File: config.mk
export PLATFORM = sky130hd
export DESIGN_NAME = gpio_expander_i2c
export DESIGN_NICKNAME = d
export VERILOG_FILES = /design/src/rtl/gpio_expander_i2c.sv
export SDC_FILE = /design/constraint.sdc
export NUM_CORES = 1
export LEC_CHECK = 0
export CORE_MARGIN = 4
export CORE_UTILIZATION = 30
export CTS_CLUSTER_DIAMETER = 50
export DETAILED_ROUTE_END_ITERATION = 12
export MAX_ROUTING_LAYER = met4
export SYNTH_ARGS = -nofsm -noshare
export SYNTH_HDL_FRONTEND = slang
export SYNTH_SLANG_ARGS = --single-unit
File: constraint.sdc
create_clock -name clk -period 2.4 [get_ports clk]
set_clock_uncertainty 0.2 [all_clocks]
set_input_delay 0.48 -clock clk [delete_from_list [all_inputs] [get_ports clk]]
set_output_delay 0.48 -clock clk [all_outputs]
set_load 0.02 [all_outputs]
File: src/rtl/gpio_expander_i2c.sv
module gpio_expander_i2c #(
  parameter logic [3:0]  ADDR_HI = 4'b0100,
  parameter int unsigned SYNC    = 2
) (
  input  logic        clk,
  input  logic        rst_n,
  input  logic        scl_i,
  input  logic        sda_i,
  output logic        sda_oe,
  input  logic [2:0]  addr_sel,
  input  logic [15:0] pin_i,
  output logic [15:0] pin_o,
  output logic [15:0] pin_oe,
  output logic        int_n
);
  localparam logic [3:0] INIT_END = 4'(SYNC + 1);

  typedef enum logic [2:0] {ST_IDLE, ST_ADDR, ST_CMD, ST_WR, ST_RD} state_t;

  logic [SYNC-1:0] scl_p, sda_p;
  logic [15:0]     pin_p [SYNC];
  logic            scl_q, sda_q;
  logic [3:0]      init_cnt;
  state_t          state;
  logic [3:0]      bitcnt;
  logic            ackph, rw, mack;
  logic [7:0]      sh;
  logic [6:0]      tx;
  logic [2:0]      ptr, rsel;
  logic [15:0]     out_q, pol_q, cfg_q, snap, word;
  logic [7:0]      rbyte;
  logic            scl_s, sda_s, scl_rise, scl_fall, start_c, stop_c;
  logic            byte_done, wr_fire, load_en, addr_hit, init_done;
  logic            in_rd, in_idle;
  logic [15:0]     pin_s, in_val;

  assign scl_s    = scl_p[SYNC-1];
  assign sda_s    = sda_p[SYNC-1];
  assign pin_s    = pin_p[SYNC-1];
  assign scl_rise = scl_s & ~scl_q;
  assign scl_fall = ~scl_s & scl_q;
  assign start_c  = scl_s & scl_q & sda_q & ~sda_s;
  assign stop_c   = scl_s & scl_q & ~sda_q & sda_s;

  assign in_rd     = state == ST_RD;
  assign in_idle   = state == ST_IDLE;
  assign rsel      = in_rd ? {ptr[2:1], ~ptr[0]} : ptr;
  assign in_val    = pin_s ^ pol_q;
  assign addr_hit  = sh[7:1] == {ADDR_HI, addr_sel};
  assign byte_done = scl_fall & ~ackph & (bitcnt == 4'd8);
  assign wr_fire   = byte_done & (state == ST_WR);
  assign load_en   = scl_fall & ackph & (((state == ST_ADDR) & rw) | (in_rd & mack));
  assign init_done = init_cnt == INIT_END;

  always_comb begin
    case (rsel[2:1])
      2'd0:    word = in_val;
      2'd1:    word = out_q;
      2'd2:    word = pol_q;
      default: word = cfg_q;
    endcase
    rbyte = rsel[0] ? word[15:8] : word[7:0];
  end

  assign pin_o  = out_q;
  assign pin_oe = ~cfg_q;
  assign int_n  = ~(init_done & |((pin_s ^ snap) & cfg_q));

  always_ff @(posedge clk or negedge rst_n) begin
    if (!rst_n) begin
      scl_p <= '1;
      sda_p <= '1;
      scl_q <= 1'b1;
      sda_q <= 1'b1;
      for (int i = 0; i < SYNC; i++) pin_p[i] <= '0;
    end else begin
      scl_p    <= {scl_p[SYNC-2:0], scl_i};
      sda_p    <= {sda_p[SYNC-2:0], sda_i};
      scl_q    <= scl_s;
      sda_q    <= sda_s;
      pin_p[0] <= pin_i;
      for (int i = 1; i < SYNC; i++) pin_p[i] <= pin_p[i-1];
    end
  end

  always_ff @(posedge clk or negedge rst_n) begin
    if (!rst_n) begin
      init_cnt <= '0;
      snap     <= '0;
    end else if (!init_done) begin
      init_cnt <= init_cnt + 4'd1;
      snap     <= pin_s;
    end else if (load_en && rsel[2:1] == 2'd0) begin
      if (rsel[0]) snap[15:8] <= pin_s[15:8];
      else         snap[7:0]  <= pin_s[7:0];
    end
  end

  always_ff @(posedge clk or negedge rst_n) begin
    if (!rst_n) begin
      state  <= ST_IDLE;
      bitcnt <= '0;
      ackph  <= 1'b0;
      rw     <= 1'b0;
      mack   <= 1'b0;
      sh     <= '0;
      tx     <= '0;
      ptr    <= '0;
      sda_oe <= 1'b0;
      out_q  <= '1;
      pol_q  <= '0;
      cfg_q  <= '1;
    end else if (start_c) begin
      state  <= ST_ADDR;
      bitcnt <= '0;
      ackph  <= 1'b0;
      sda_oe <= 1'b0;
    end else if (stop_c) begin
      state  <= ST_IDLE;
      bitcnt <= '0;
      ackph  <= 1'b0;
      sda_oe <= 1'b0;
    end else if (!in_idle) begin
      if (scl_rise) begin
        if (bitcnt != 4'd8) begin
          bitcnt <= bitcnt + 4'd1;
          if (!in_rd) sh <= {sh[6:0], sda_s};
        end else if (in_rd) begin
          mack <= ~sda_s;
        end
      end
      if (scl_fall) begin
        if (ackph) begin
          ackph  <= 1'b0;
          bitcnt <= '0;
          sda_oe <= 1'b0;
          case (state)
            ST_ADDR: state <= rw ? ST_RD : ST_CMD;
            ST_CMD:  state <= ST_WR;
            ST_RD:   if (!mack) state <= ST_IDLE;
            default: ;
          endcase
          if (load_en) begin
            ptr    <= rsel;
            tx     <= rbyte[6:0];
            sda_oe <= ~rbyte[7];
          end
        end else if (byte_done) begin
          ackph <= 1'b1;
          case (state)
            ST_ADDR: begin
              rw     <= sh[0];
              sda_oe <= addr_hit;
              if (!addr_hit) state <= ST_IDLE;
            end
            ST_CMD: begin
              ptr    <= sh[2:0];
              sda_oe <= 1'b1;
            end
            ST_WR: begin
              sda_oe <= 1'b1;
              ptr[0] <= ~ptr[0];
              case (ptr[2:1])
                2'd1: if (ptr[0]) out_q[15:8] <= sh; else out_q[7:0] <= sh;
                2'd2: if (ptr[0]) pol_q[15:8] <= sh; else pol_q[7:0] <= sh;
                2'd3: if (ptr[0]) cfg_q[15:8] <= sh; else cfg_q[7:0] <= sh;
                default: ;
              endcase
            end
            default: sda_oe <= 1'b0;
          endcase
        end else if (in_rd && bitcnt != 4'd0) begin
          tx     <= {tx[5:0], 1'b0};
          sda_oe <= ~tx[6];
        end
      end
    end
  end
endmodule

==> impl_results.md <==
- Status: finished with violations
- Failing checks: setup timing
- Worst Tran Pin Value: 0.5390 ns
- Design Area, Final: 8730 sq um
- Gp weighted congestion: 0.9168
- Number of library cell types mapped by synthesis: 56
- Cell type with the largest total area after synthesis: dfrtp_1
- # DRC: 0
- Avg Cell Area, Syn: 12.00 sq um
- Drt wl/cell: 17.97 um
- EDFF count, synth: 0
- Fin. max-slew vios: 0
- Reg2reg path depth: 7
- Max Fclk: 394.3 MHz
- Core Util, Final: 41.53%
- Syn Nets: 560
- Initial antenna violation count: 0
- Pre-antenna DRT Iters: 5
- Clock sinks: 135
- Lkg Pwr: 0.003569 uW
- Worst Min Path Start: pin_p[28]$_DFF_PN0_
- Total Routing Usage GR: 15.07%
- Placement Cell Area: 7874 sq um
- Hold EP: pin_s[12]$_DFF_PN0_
- Synth Register Bits: 135
- Final hold viol count: 0
- Met2 usage: 24.90%
- CP startpoint kind: flip-flop
- CTS clk-pin slew, worst paths: 0.06 ns
- Crit path max fanout: 2
- Largest net degree at the start of global routing: 52
- WP data required: 1.72 ns
- P&R area growth vs syn: 36.27%
- WP data arrival: 1.86 ns
- Critical Path Start: pin_s[14]$_DFF_PN0_
- HPWL Detailed: 12.05 mm
- Antenna-violating nets left: 0
- Full die area: 23760 sq um
- Number of global-route vias before repair: 5005
- Final setup viols: 17
- Core ar.: 21020 sq um
- Num CTS Buffers: 17
- Die height: 154.1 um
- RSZ-0062 raised after global routing: true
- WS Path Type: reg2out
- Final Cycle Share: 105.7%
- Gr busiest metal: met2
- Via count: 4794
- Max IR drop VDD: 0.4722 mV
- Top post-synthesis cells by area: dfrtp_1, mux2_2, dfstp_2
- Final wirelength: 17.18 mm
- Most frequent cell after synthesis: dfrtp_1
- Hold Path Stages: 0
- Initial Utilization: 30.47%
- IO buf count: 56
- Root Buffer: clkbuf_16
- Starting DRC count in detailed routing: 397
- Slack of the critical path: -0.1360 ns
- GR Util met3: 3.040%
- Pwr per Cell Area: 630.4 nW/um^2
- Mapped Cells: 534
- H-Tree Depth: 4
- Main synth FF type: dfrtp_1
- Total gr overflow: 0
- HP Class: reg2reg
- Total of max-cap violations: 0
- CTS tree: yes
- RR Startpoint: bitcnt[1]$_DFFE_PN0P_
- Num rows: 53
- RR Endpoint: pol_q[5]$_DFFE_PN0P_
- Max-slew headroom: 63.94%
- GR Util met1: 18.57%
- Max clock buf depth: 2
- Yosys warning count: 0
- Setup TNS: -1.007 ns
- I/O pin count: 57
- Die width: 154.1 um
- Worst Setup End Kind: output port
- Hold Slack: 0.1471 ns
- Drt via density: 5.015
- Share of cells above drive strength 1: 41.85%
- Synth top cells by count: dfrtp_1, mux2_2, dfstp_2, a21oi_1
- Sequential share of the synthesized area: 53.48%
- Period minus WS final: 2.536 ns
- Syn Std Cell Area: 6406 sq um
- Post-synth top area share: 37.89%
- Global-route wire length before repair: 27.41 mm
- Clk Latency, worst-skew pair: 0.42 ns
- Final Net Count: 694
- Register-to-register setup slack: -0.07 ns
- Async S/R FF share, synth: 100.0%
- N_diodes: 0
==> worst max-delay path: stages, from the launching register on <==
cell	delay (ns)
dfrtp_1	0.39
xnor2_1	0.20
o22ai_2	0.13
nor4_4	0.32
buf_4	0.17
a21bo_4	0.12
buf_6	0.11
==> power by group <==
part           internal, uW  switching, uW
combinational           164            144
sequential             2340           71.3
clock                  1740           1040
==> worst max path at each step <==
stage / to / slack, ns / depth (start not counted)
after floorplan: pol_q[10]$_DFFE_PN0P_ / -0.04 / 7
after global placement: int_n / -0.25 / 6
after detailed placement: int_n / -0.31 / 6
after CTS: int_n / -0.18 / 6
after global routing: int_n / -0.23 / 6
final: int_n / -0.14 / 6
==> flip-flops by register name (all words and copies together) (netlist names) <==
signal / count
ackph: 1
bitcnt: 4
cfg_q: 16
init_cnt: 4
mack: 1
pin_o: 16
pin_p: 16
pin_s: 16
pol_q: 16
ptr: 3
rw: 1
scl_p: 2
scl_q: 1
sda_oe: 1
sda_p: 2
sda_q: 1
sh: 8
snap: 16
state: 3
tx: 7
==> metal layers <==
metal	share of wire [%]	vias up
met3	3.7	26
met1	44	2428
met5	0	-
met4	1.4	0
li1	-	2197
met2	51	143
==> timing repair <==
item                                    CTS  global route
buffers inserted                          3             3
hold buffers                              1             0
pin swaps                                 5             6
endpoints found under the hold margin    33             0
resized for setup                        32            20
endpoints found under the setup margin   50            47
==> through the flow <==
stage / worst slack (ns) / power, uW / instances
floorplan: -0.03568 / 2550 / 534
global placement: -0.2464 / 2720 / 917
detailed placement: -0.3144 / 2732 / 917
CTS: -0.1761 / 5527 / 953
global route: -0.2258 / 5690 / 956
finish: -0.1360 / 5503 / 956
==> cell families (layout without fill, tap and decap cells) <==
group / Yosys count / after routing / share of synthesized area [%]
compound gates: 118 / 118 / 11.99
simple gates: 108 / 108 / 10.53
buf+inv: 50 / 197 / 3.144
flops: 135 / 135 / 53.48
xor+xnor: 25 / 25 / 3.652
mux: 95 / 95 / 16.62
fa+ha+maj: 3 / 3 / 0.5860
==> cell type report <==
class                   instances  area [sq um]
fillers                      1911         12290
flip-flops and latches        135          3430
multi-input cells             349          2952
repair buffers                140          1284
clock buffers                  17         425.4
well taps                     275         344.1
clock inverters                15         201.4
inverters                      25         93.84
==> cell usage in the layout, fill, tap and decap left out, drive strengths merged, types with 3 or more instances in the layout <==
cell type,count
inv,27
nor2b,3
o211ai,13
o21ai,27
clkinvlp,6
bufinv,4
xnor2,24
nor3b,16
mux2i,4
nor2,25
ha,3
dfstp,38
a21oi,35
dlymetal6s2s,3
nand3,6
clkinv,3
clkdlybuf4s50,47
dfrtp,97
nand2,19
nand2b,8
a22oi,14
mux2,91
nand4,3
nand3b,3
or3,8
o22ai,11
clkbuf,17
nor3,8
buf,87
No activity file was read; power rests on OpenSTA's default activity.
